**config.mk**
```make
export PLATFORM = sky130hd
export DESIGN_NAME = venab_arbiter
export DESIGN_NICKNAME = d
export VERILOG_FILES = /design/src/rtl/venab_pkg.sv /design/src/rtl/venab_decode.sv /design/src/rtl/venab_resolve.sv /design/src/rtl/venab_enables.sv /design/src/rtl/venab_arbiter.sv
export SDC_FILE = /design/constraint.sdc
export NUM_CORES = 1
export LEC_CHECK = 0
export ABC_AREA = 1
export ABC_CLOCK_PERIOD_IN_PS = 950
export BUFFER_PORTS_ARGS = -buffer_cell sky130_fd_sc_hd__buf_4
export CAP_MARGIN = 20
export CORE_MARGIN = 1.5
export CORE_UTILIZATION = 27
export DETAILED_ROUTE_END_ITERATION = 10
export GPL_TIMING_DRIVEN = 0
export PLACE_DENSITY = 0.63
export SLEW_MARGIN = 0
export SYNTH_ARGS = -nofsm -noshare
export SYNTH_HDL_FRONTEND = slang
export SYNTH_SLANG_ARGS = --single-unit
```
**constraint.sdc**
```tcl
create_clock -name clk_i -period 0.95 [get_ports clk_i]
set_input_delay 0.095 -clock clk_i [delete_from_list [all_inputs] [get_ports clk_i]]
set_output_delay 0.095 -clock clk_i [all_outputs]
set_load 0.01 [all_outputs]
```
**src/rtl/venab_pkg.sv**
```systemverilog
package venab_pkg;
  typedef enum logic [2:0] {
    OC_UNDEF = 3'd0,
    OC_TRAP2 = 3'd1,
    OC_TRAP3 = 3'd2,
    OC_VIRT  = 3'd3,
    OC_PHYS  = 3'd4
  } oc_e;
  localparam int OUT_W   = 5;
  localparam int TGT_W   = 2;
  localparam int CLASS_W = 6;
  localparam int NLVL    = 3;
  localparam logic [CLASS_W-1:0] TRAP_CLASS = 6'h03;
endpackage

```
**src/rtl/venab_decode.sv**
```systemverilog
module venab_decode #(
  parameter int          CP_W  = 4,
  parameter int          OP_W  = 3,
  parameter int          CR_W  = 4,
  parameter logic [3:0]  M_CP  = 4'd15,
  parameter logic [2:0]  M_OP1 = 3'd0,
  parameter logic [3:0]  M_CRN = 4'd12,
  parameter logic [3:0]  M_CRM = 4'd12,
  parameter logic [2:0]  M_OP2 = 3'd6
) (
  input  logic            valid_i,
  input  logic [CP_W-1:0] cp_i,
  input  logic [OP_W-1:0] op1_i,
  input  logic [CR_W-1:0] crn_i,
  input  logic [CR_W-1:0] crm_i,
  input  logic [OP_W-1:0] op2_i,
  output logic            hit_o
);
  assign hit_o = valid_i && (cp_i == CP_W'(M_CP)) && (op1_i == OP_W'(M_OP1)) &&
                 (crn_i == CR_W'(M_CRN)) && (crm_i == CR_W'(M_CRM)) &&
                 (op2_i == OP_W'(M_OP2));
endmodule

```
**src/rtl/venab_resolve.sv**
```systemverilog
module venab_resolve
  import venab_pkg::*;
(
  input  logic [1:0]      priv_i,
  input  logic            mon_mode_i,
  input  logic            l2_present_i,
  input  logic            l3_present_i,
  input  logic            l3_narrow_i,
  input  logic            feat_l1_i,
  input  logic            feat_sysif_i,
  input  logic            hyp_cp12_trap_i,
  input  logic            hyp_trap_g0_i,
  input  logic            hyp_virt_fast_i,
  input  logic            route_fast_l3_i,
  input  logic            sdu_prio_i,
  input  logic            sdu_undef_i,
  input  logic [NLVL-1:0] sysif_en_i,
  output oc_e             oc_o
);
  logic route_l2, route_l1;
  oc_e  l3_path;

  assign route_l2 = l3_present_i && route_fast_l3_i;
  // narrow top level: monitor mode is exempt from routing at level 1
  assign route_l1 = route_l2 && (!l3_narrow_i || !mon_mode_i);

  always_comb begin
    oc_o    = OC_PHYS;
    l3_path = sdu_undef_i ? OC_UNDEF : OC_TRAP3;
    if (!feat_l1_i || !feat_sysif_i || priv_i == 2'd0) begin
      oc_o = OC_UNDEF;
    end else begin
      unique case (priv_i)
        2'd1: begin
          if (sdu_prio_i && route_l1)                 oc_o = OC_UNDEF;
          else if (l2_present_i && hyp_cp12_trap_i)   oc_o = OC_TRAP2;
          else if (!sysif_en_i[0])                    oc_o = OC_UNDEF;
          else if (l2_present_i && hyp_trap_g0_i)     oc_o = OC_TRAP2;
          else if (l2_present_i && hyp_virt_fast_i)   oc_o = OC_VIRT;
          else if (route_l1)                          oc_o = l3_path;
          else                                        oc_o = OC_PHYS;
        end
        2'd2: begin
          if (sdu_prio_i && route_l2)                 oc_o = OC_UNDEF;
          else if (!sysif_en_i[1])                    oc_o = OC_UNDEF;
          else if (route_l2)                          oc_o = l3_path;
          else                                        oc_o = OC_PHYS;
        end
        default: begin
          if (!sysif_en_i[2])                         oc_o = OC_UNDEF;
          else                                        oc_o = OC_PHYS;
        end
      endcase
    end
  end
endmodule

```
**src/rtl/venab_enables.sv**
```systemverilog
module venab_enables #(
  parameter int NCOPY = 2
) (
  input  logic             clk_i,
  input  logic             rst_ni,
  input  logic             wr_i,
  input  logic [NCOPY-1:0] sel_i,
  input  logic             wbit_i,
  output logic [NCOPY-1:0] en_o
);
  for (genvar g = 0; g < NCOPY; g++) begin : g_copy
    always_ff @(posedge clk_i or negedge rst_ni) begin
      if (!rst_ni)                en_o[g] <= 1'b0;
      else if (wr_i && sel_i[g])  en_o[g] <= wbit_i;
    end
  end
endmodule

```
**src/rtl/venab_arbiter.sv**
```systemverilog
module venab_arbiter
  import venab_pkg::*;
#(
  parameter int DATA_W = 32,
  parameter int CP_W   = 4,
  parameter int OP_W   = 3,
  parameter int CR_W   = 4
) (
  input  logic               clk_i,
  input  logic               rst_ni,
  input  logic               req_valid_i,
  input  logic               req_write_i,
  input  logic [CP_W-1:0]    req_cp_i,
  input  logic [OP_W-1:0]    req_op1_i,
  input  logic [CR_W-1:0]    req_crn_i,
  input  logic [CR_W-1:0]    req_crm_i,
  input  logic [OP_W-1:0]    req_op2_i,
  input  logic [DATA_W-1:0]  req_wdata_i,
  input  logic [1:0]         priv_i,
  input  logic               mon_mode_i,
  input  logic               l2_present_i,
  input  logic               l3_present_i,
  input  logic               l3_narrow_i,
  input  logic               feat_l1_i,
  input  logic               feat_sysif_i,
  input  logic               hyp_cp12_trap_i,
  input  logic               hyp_trap_g0_i,
  input  logic               hyp_virt_fast_i,
  input  logic               route_fast_l3_i,
  input  logic               sdu_prio_i,
  input  logic               sdu_undef_i,
  input  logic [NLVL-1:0]    sysif_en_i,
  output logic               rsp_valid_o,
  output logic [OUT_W-1:0]   rsp_outcome_o,
  output logic [TGT_W-1:0]   rsp_target_o,
  output logic [CLASS_W-1:0] rsp_class_o,
  output logic [DATA_W-1:0]  rsp_rdata_o,
  output logic               virt_en_o,
  output logic               phys_en_o
);
  localparam int NCOPY = 2;
  localparam int IDX_V = 0;
  localparam int IDX_P = 1;

  logic             hit;
  oc_e              oc;
  logic [NCOPY-1:0] sel, en;
  logic             rbit, is_trap;

  venab_decode #(.CP_W(CP_W), .OP_W(OP_W), .CR_W(CR_W)) u_dec (
    .valid_i(req_valid_i), .cp_i(req_cp_i), .op1_i(req_op1_i),
    .crn_i(req_crn_i), .crm_i(req_crm_i), .op2_i(req_op2_i), .hit_o(hit)
  );

  venab_resolve u_res (
    .priv_i(priv_i), .mon_mode_i(mon_mode_i), .l2_present_i(l2_present_i),
    .l3_present_i(l3_present_i), .l3_narrow_i(l3_narrow_i),
    .feat_l1_i(feat_l1_i), .feat_sysif_i(feat_sysif_i),
    .hyp_cp12_trap_i(hyp_cp12_trap_i), .hyp_trap_g0_i(hyp_trap_g0_i),
    .hyp_virt_fast_i(hyp_virt_fast_i), .route_fast_l3_i(route_fast_l3_i),
    .sdu_prio_i(sdu_prio_i), .sdu_undef_i(sdu_undef_i),
    .sysif_en_i(sysif_en_i), .oc_o(oc)
  );

  assign sel[IDX_V] = (oc == OC_VIRT);
  assign sel[IDX_P] = (oc == OC_PHYS);

  venab_enables #(.NCOPY(NCOPY)) u_en (
    .clk_i(clk_i), .rst_ni(rst_ni), .wr_i(hit && req_write_i),
    .sel_i(sel), .wbit_i(req_wdata_i[0]), .en_o(en)
  );

  assign virt_en_o = en[IDX_V];
  assign phys_en_o = en[IDX_P];
  assign rbit      = !req_write_i && |(sel & en);
  assign is_trap   = (oc == OC_TRAP2) || (oc == OC_TRAP3);

  always_ff @(posedge clk_i or negedge rst_ni) begin
    if (!rst_ni) begin
      rsp_valid_o   <= 1'b0;
      rsp_outcome_o <= '0;
      rsp_target_o  <= '0;
      rsp_class_o   <= '0;
      rsp_rdata_o   <= '0;
    end else begin
      rsp_valid_o   <= hit;
      rsp_outcome_o <= hit ? (OUT_W'(1) << oc) : '0;
      rsp_target_o  <= !hit ? '0 : (oc == OC_TRAP2) ? TGT_W'(2) :
                       (oc == OC_TRAP3) ? TGT_W'(3) : '0;
      rsp_class_o   <= (hit && is_trap) ? TRAP_CLASS : '0;
      rsp_rdata_o   <= hit ? DATA_W'(rbit) : '0;
    end
  end
endmodule

```
# Yosys cells after proc, flatten, opt, wreduce, memory -nomap -nowiden
# Index checks and enable logic that the tools add are counted.
[totals]
register_bits = 44
latch_bits = 0
mem_bits_rw = 0
romBits = 0
input_bits = 71
out_inout_bits = 48
elab_cells = 67
memories = 0
[op_classes]
add_sub_neg = 0
multipliers = 0
div_mod_pow = 0
order_cmp = 0
eq_ne = 10
shift = 1
muxes = 19
n_bitwise = 1
n_reduce_logical = 29
[ops]
columns = ["op", "count"]
rows = [
  ["$mux W3", 11],
  ["$logic_and A1 B1 Y1", 17],
  ["$eq A4 B4 Y1 const B", 3],
  ["$mux W2", 5],
  ["$eq A3 B2 Y1 const B", 2],
  ["$eq A3 B3 Y1 const B", 2],
  ["$pmux W3 S2", 1],
  ["$logic_not A1 Y1", 5],
  ["$mux W5", 1],
  ["$shl A1 B3 Y5 const A", 1],
  ["$logic_or A1 B1 Y1", 4],
  ["$eq A3 B1 Y1 const B", 1],
  ["$logic_not A3 Y1", 1],
  ["$and A2 B2 Y2", 1],
  ["$eq A2 B1 Y1 const B", 1],
  ["$eq A2 B2 Y1 const B", 1],
  ["$logic_not A2 Y1", 1],
  ["$reduce_or A2 Y1", 1],
  ["$mux W1", 1],
]

# Depth between registers and ports, before layout
# Gate-level depths: netlist of run 1.
[logic_depth]
depth_word = 16
depth_mapped = 13
depth_no_buf = 13

# By module
# A second synthesis of run 1 with hierarchy kept.
[unflattened]
cells_unflattened = 139
area_unflattened_um2 = 979.7
[by_module_without_submodules]
columns = ["module", "instances", "cells_per_inst", "area_per_inst_um2"]
rows = [
  ["venab_arbiter", 1, 71, 613.1],
  ["venab_resolve", 1, 37, 200.2],
  ["venab_decode", 1, 21, 83.8],
  ["venab_enables", 1, 10, 82.6],
]

# Least setup slack after synthesis of run 1
# OpenSTA, ideal clock, no wires.
[synth_path]
kind = "in2reg"
startpoint = "in priv_i[0]"
endpoint = "reg rsp_target_o[1]"
setup_time_ps = 124
arrival_ps = 1135
required_ps = 826
setup_slack_ps = -309
cell_stages = 8
path_buffers = 0
cell_sequence = "inv_1 -> ha_1 -> nor2_1 -> nor2_1 -> nand2_4 -> nand3_1 -> nor2_2 -> or2_1"
[synth_between]
elab_chain_len = 7
[synth_rtl]
columns = ["element", "line", "text"]
rows = [
  ["start: declaration", "venab_arbiter.sv:19", "input logic [1:0] priv_i,"],
  ["$eq A2 B2 Y1, or another cell as far along", "venab_resolve.sv:33", "unique case (priv_i)"],
  ["$pmux W3 S2 / $logic_or A1 B1 Y1 (equally long branches)", "venab_resolve.sv:33, venab_resolve.sv:30", ""],
  ["$mux W3 (*)", "venab_resolve.sv:30", "if (!feat_l1_i || !feat_sysif_i || priv_i == 2'd0) begin"],
  ["$eq A3 B2 Y1", "venab_arbiter.sv:89", "(oc == OC_TRAP3) ? TGT_W'(3) : '0;"],
  ["$mux W2", "venab_arbiter.sv:89", ""],
  ["$mux W2 (*) (2 in series)", "venab_arbiter.sv:88", "rsp_target_o <= !hit ? '0 : (oc == OC_TRAP2) ? TGT_W'(2) :"],
  ["end signal: assignment", "venab_arbiter.sv:88", ""],
  ["end: declaration", "venab_arbiter.sv:35", "output logic [TGT_W-1:0] rsp_target_o,"],
]
# Mark *: on every way between the ends. The rest lies on a longest branch, timed or not.
# A chain may end at the register's enable or synchronous reset.

# Worst setup path in the final report of run 1
[layout_path]
startpoint = "in priv_i[1]"
endpoint = "reg rsp_target_o[1]"
# Same word-level chain as after synthesis.

==> results.cfg, run 1 <==
[global_route]
grt_pass1_wl_um = 3550
grt_max_degree = 12
antenna_found_initial = 0
grt_pass1_vias = 952
globalRouteTotalUtil_pct = 9.73
grt-ovfl-total = 0

[clock_tree]
cts_sinks = 11
cts_buffer_depth = 2
clk_pin_slew_worst_paths_ps = 40
cts_buffers = 3
cts_tree = done
cts.htree.levels = 1
cts-root-buf = clkbuf_8
clock_latency_ps = 230

[sta]
holdWs_ps = 53.8
fmax_mhz = 898
finalCriticalPeriod_ps = 1110
slew_violations = 0
timing.final.ws_setup_ps = -163
rsz0062_at_grt = true
hold_viol = 0
skew_ps = 0.0187
period_share_pct = 117
setup_viol = 6

[pwr]
clockPowerShare_pct = 31.2
p_int_mw = 1.04
p_sw_share_pct = 27.1
p_total_mw = 1.42
p_sw_mw = 0.386
p_comb_share_pct = 35.8
powerDensity_nw_per_um2 = 722
p_seq_share_pct = 33.0
worst_ir_drop_vdd_mv = 0.280
p_leak_nw = 1.12

[floorplanning]
num_rows = 23
die_h_um = 67.7
die_w_um = 67.7
coreArea_um2 = 4000
start_util_pct = 28.2
design.die.area_um2 = 4580
io_pins = 119

[outcome]
status = finished with violations
violations = setup timing

[setup_path]
setup.worst_path.start_class = input port
path_class = in2reg
path_max_fanout = 4
timing.rr.start = u_en.en_o[0]
worst_ep_required_time_ps = 1060
crit_arrival_ps = 1220
startpoint = priv_i[1]
worstSetupEndpointType = flip-flop

[layout]
nNetsFinal = 329
fillerInstances = 380
drive_above_1_share_pct = 56.3
layout_commonest_cell = buf_4
n_antenna_cell = 0
layout_common_cells = buf_4 (94), conb_1 (35), nand2_1 (22), nor2_1 (12)
final_cells = 304
seq_area_um2 = 275
syn2layout_area_growth_pct = 74.6
multi_input_area_um2 = 733
fin_area_um2 = 1970

[synth]
syn_area_um2 = 1130
avgSynthCellArea_um2 = 7.29
synth_seq_cells = 11
ys_warn_count = 0
syn-instance-count = 155
synth_cell_type_count = 23
seq_area_frac_synth_pct = 24.4

[run]
max_cap_viol_count = 0

[worst_hold_path]
min_path_type = in2reg
min-delay-start = req_write_i

[routing]
drtIter0Drc = 16
viasPerCell = 3.67
wl_um = 2400
dr.pass1.iters = 2
ant_nets = 0
wire_per_inst_um = 7.90
drc_errors = 0
vias = 1115

[placed_design]
hpwl_um = 2070
io_buffers = 52
gp_congestion = 0.739
dpl_worst_slack_ps = -463
placed_cells = 291
place_area_um2 = 1780
==> routing by layer <==
layer | part of all wire (%) | track usage, % | vias to the layer above
met5 | 0 | 0 | -
li1 | - | - | 607
met3 | 7.7 | 1.83 | 4
met4 | 0.50 | 3.06 | 0
met1 | 36 | 10.7 | 463
met2 | 56 | 18.5 | 41
==> repair_timing <==
item,CTS,global route
hold buffers,1,0
resized for setup,8,15
gates cloned,0,0
endpoints found under the hold margin,11,0
setup endpoints to repair,10,10
buffers inserted,6,4
pin swaps,12,13
==> cell type report <==
type / count / share of cell area [%]
buffer: 35 / 13.3
clock buffer: 4 / 2.28
inverter: 20 / 4.82
multi-input combinational: 121 / 37.2
sequential: 11 / 14.0
tap: 50 / 3.17
timing repair buffer: 63 / 25.3
==> registers in the layout, summed over array words and instances, names as in the netlist <==
name / cells
rsp_valid_o: 1
rsp_rdata_o: 1
u_en.en_o: 2
rsp_target_o: 2
rsp_outcome_o: 5
==> worst max-delay path: stages <==
cell	delay, ps
buf_12	90
inv_12	30
ha_4	140
inv_2	50
nand3_4	100
nor2_4	130
nand3_1	160
nand3_2	160
nor2_4	40
or2_1	220
==> power by group through the flow <==
stage	logic (mW)	clock network, mW	registers, mW
after detailed placement	0.464	0	0.477
after CTS	0.480	0.451	0.470
after global routing	0.563	0.482	0.469
after floorplan	0.293	0	0.477
final	0.509	0.444	0.470
after global placement	0.460	0	0.477
==> through the flow <==
| stage | util (%) | setup TNS (ps) |
|---|---|---|
| after floorplan | - | -592 |
| after global placement | 44.5 | -2940 |
| after detailed placement | 44.5 | -3050 |
| after CTS | 47.5 | -433 |
| after global routing | 49.3 | -1180 |
| final | 49.3 | -578 |
==> cells in the mapped netlist (all sizes together) <==
master | instances | share of area (%)
inv | 20 | 6.6
nor3 | 5 | 3.1
nand3b | 2 | 1.3
o21ai | 1 | 0.44
nand4 | 2 | 1.1
nand3 | 17 | 10
or2 | 1 | 0.55
ha | 3 | 3.3
nand2 | 32 | 13
conb | 1 | 0.33
nor2 | 20 | 9.9
a21oi | 3 | 1.3
buf | 37 | 25
dfrtp | 11 | 24
==> worst paths after layout <==
| path | to | depth (start not counted) | slack (ps) |
|---|---|---|---|
| max in group asynchronous | rsp_target_o[1] | 2 | 570 |
| setup reg to reg | rsp_rdata_o[0] | 4 | 40 |
| hold reg to reg | u_en.en_o[1] | 2 | 530 |
| hold / removal | rsp_rdata_o[0] | 2 | 50 |
| setup / recovery | rsp_target_o[1] | 10 | -160 |
| min in group asynchronous | rsp_outcome_o[2] | 2 | 230 |
==> cells by family (layout without fill, tap and decap cells) <==
kind of cell	after synthesis	after routing	share of synthesized area [%]
AOI/OAI and AO/OA	4	4	1.77
adders and majority gates	3	3	3.32
buffers and inverters	57	122	31.2
DFF	11	11	24.4
other	1	35	0.332
and+or+nand+nor	79	79	39.0
No activity file was read; power rests on OpenSTA's default activity.
==> inputs of run 2 (changes only) <==
--- a/config.mk
+++ b/config.mk
@@ -9,11 +9,11 @@
 export ABC_CLOCK_PERIOD_IN_PS = 950
 export BUFFER_PORTS_ARGS = -buffer_cell sky130_fd_sc_hd__buf_4
 export CAP_MARGIN = 20
-export CORE_MARGIN = 1.5
-export CORE_UTILIZATION = 27
+export CORE_MARGIN = 3
+export CORE_UTILIZATION = 30
 export DETAILED_ROUTE_END_ITERATION = 10
 export GPL_TIMING_DRIVEN = 0
-export PLACE_DENSITY = 0.63
+export PLACE_DENSITY = 0.78
 export SLEW_MARGIN = 0
 export SYNTH_ARGS = -nofsm -noshare
 export SYNTH_HDL_FRONTEND = slang
==> run 2 against run 1 <==
  * The run still ends with setup timing left
  * Register-to-register slack about the same
  * Sequential power about the same
  * Hold slack worse by 18 ps
  * Largest cell class unchanged
  * Critical endpoint is now rsp_outcome_o[3]
  * Worst setup slack better by 3.4 ps
  * Total power up 0.11%
  * Core utilization up 6.8 points
  * Cell count down 2.0%
  * Fmax up 0.31%
  * Clock-buffer cell count unchanged
  * First-iteration DRC count up 25%
==> results.cfg, run 2 (synthesis results as in run 1) <==
[outcome]
status = finished with violations
violations = setup timing

[floorplanning]
coreArea_um2 = 3470
die_w_um = 67.4
io_pins = 119
die_h_um = 67.4
start_util_pct = 32.6
design.die.area_um2 = 4540
num_rows = 21

[placed_design]
io_buffers = 52
hpwl_um = 2270
gp_congestion = 0.818

[routing]
viasPerCell = 3.75
ant_nets = 0
wl_um = 2510
drc_errors = 0
wire_per_inst_um = 8.44
drtIter0Drc = 20
vias = 1117
dr.pass1.iters = 4

[layout]
layout_commonest_cell = buf_4
layout_common_cells = buf_4 (89), conb_1 (35), nand2_1 (23), nor2_1 (12)
drive_above_1_share_pct = 54.8
nNetsFinal = 327
n_antenna_cell = 0
regMostFlops = rsp_outcome_o
largest_reg_flops = 5
syn2layout_area_growth_pct = 72.4
largestRegisters = rsp_outcome_o x5, rsp_target_o x2, u_en.en_o x2

[sta]
tns_ps = -731
skew_ps = 0.118
rsz0062_at_grt = true
timing.final.ws_setup_ps = -160
fmax_mhz = 901
slew_violations = 0
setup_viol = 8
finalCriticalPeriod_ps = 1110
hold_viol = 0
period_share_pct = 117
holdWs_ps = 36.2

[clock_tree]
cts_sinks = 11
cts.htree.levels = 1
cts_tree = done
clock_latency_ps = 230
cts_buffers = 3
cts-root-buf = clkbuf_8
clk_pin_slew_worst_paths_ps = 50
cts_buffer_depth = 2

[pwr]
p_comb_share_pct = 35.4
p_int_mw = 1.04
clockPowerShare_pct = 31.6
powerDensity_nw_per_um2 = 732
worst_ir_drop_vdd_mv = 0.278
p_sw_mw = 0.388
p_leak_nw = 1.12
p_seq_share_pct = 33.0
p_sw_share_pct = 27.3

[global_route]
grt_pass1_vias = 962
grt_pass1_wl_um = 3880
grt-ovfl-total = 0
globalRouteTotalUtil_pct = 11.0
antenna_found_initial = 0
grt_max_degree = 12

[setup_path]
path_class = in2reg
ff2ff_setup_slack_ps = 40
timing.rr.start = u_en.en_o[0]
worst_ep_required_time_ps = 1080
rr_worst_depth = 4
setup.worst_path.start_class = input port
worstReg2RegEnd = rsp_rdata_o[0]
crit_arrival_ps = 1240
path_max_fanout = 5
worstSetupEndpointType = flip-flop

[worst_hold_path]
hold_depth = 2
holdPathEnd = rsp_rdata_o[0]
min_path_type = in2reg
min-delay-start = req_write_i

[run]
max_cap_viol_count = 0
==> run 2: final cells by class <==
type / instances / area, µm²
Buffer: 37 / 285
Clock buffer: 4 / 45.0
Fill cell: 336 / 1520
Inverter: 20 / 92.6
Multi-Input combinational cell: 121 / 719
Sequential cell: 11 / 275
Tap cell: 46 / 57.6
Timing Repair Buffer: 59 / 473
==> run 2: timing repair <==
action / CTS / global route
pin swaps: 10 / 8
endpoints found under the hold margin: 11 / 0
setup endpoints to repair: 9 / 12
buffers inserted: 2 / 4
resized for setup: 13 / 7
hold buffers: 1 / 0
==> run 2: metrics by stage <==
step	worst slack [ps]	instance area, µm²	power [mW]	utilization (%)	instances
3_3_place_gp	-460	1770	0.935	51.2	287
4_1_cts	-104	1890	1.42	54.6	294
3_5_place_dp	-465	1770	0.940	51.2	287
6_report	-160	1950	1.43	56.2	298
2_1_floorplan	-213	1330	0.770	-	189
5_1_grt	-218	1950	1.52	56.2	298
==> run 2: worst max-delay path: stages <==
cell	delay, ps
buf_12	100
inv_12	30
ha_4	140
inv_2	60
nand3_4	80
buf_4	150
nor2_4	120
nand2_4	90
nand3_4	80
nor2_4	50
buf_4	120
buf_4	120
==> run 2: worst max path at each step <==
stage          cells after the start               end  startpoint
2_1_floorplan                     12      u_en.en_o[0]   priv_i[1]
3_3_place_gp                      13      u_en.en_o[0]   priv_i[1]
3_5_place_dp                      13      u_en.en_o[0]   priv_i[1]
4_1_cts                           13      u_en.en_o[0]   priv_i[1]
5_1_grt                           14      u_en.en_o[0]   priv_i[1]
6_report                          12  rsp_outcome_o[3]   priv_i[1]
==> run 2: layer usage <==
metal	routed length, µm	GRT usage, %	vias up
li1	-	-	607
met1	871	11.9	462
met2	1420	20.5	46
met3	198	2.16	2
met4	19	4.56	0
met5	0	0	-
==> run 2: power by group through the flow <==
stage | logic (mW) | registers [mW] | clock network [mW]
3_5_place_dp | 0.463 | 0.477 | 0
2_1_floorplan | 0.293 | 0.477 | 0
6_report | 0.505 | 0.470 | 0.451
4_1_cts | 0.482 | 0.470 | 0.467
5_1_grt | 0.561 | 0.469 | 0.493
3_3_place_gp | 0.458 | 0.477 | 0
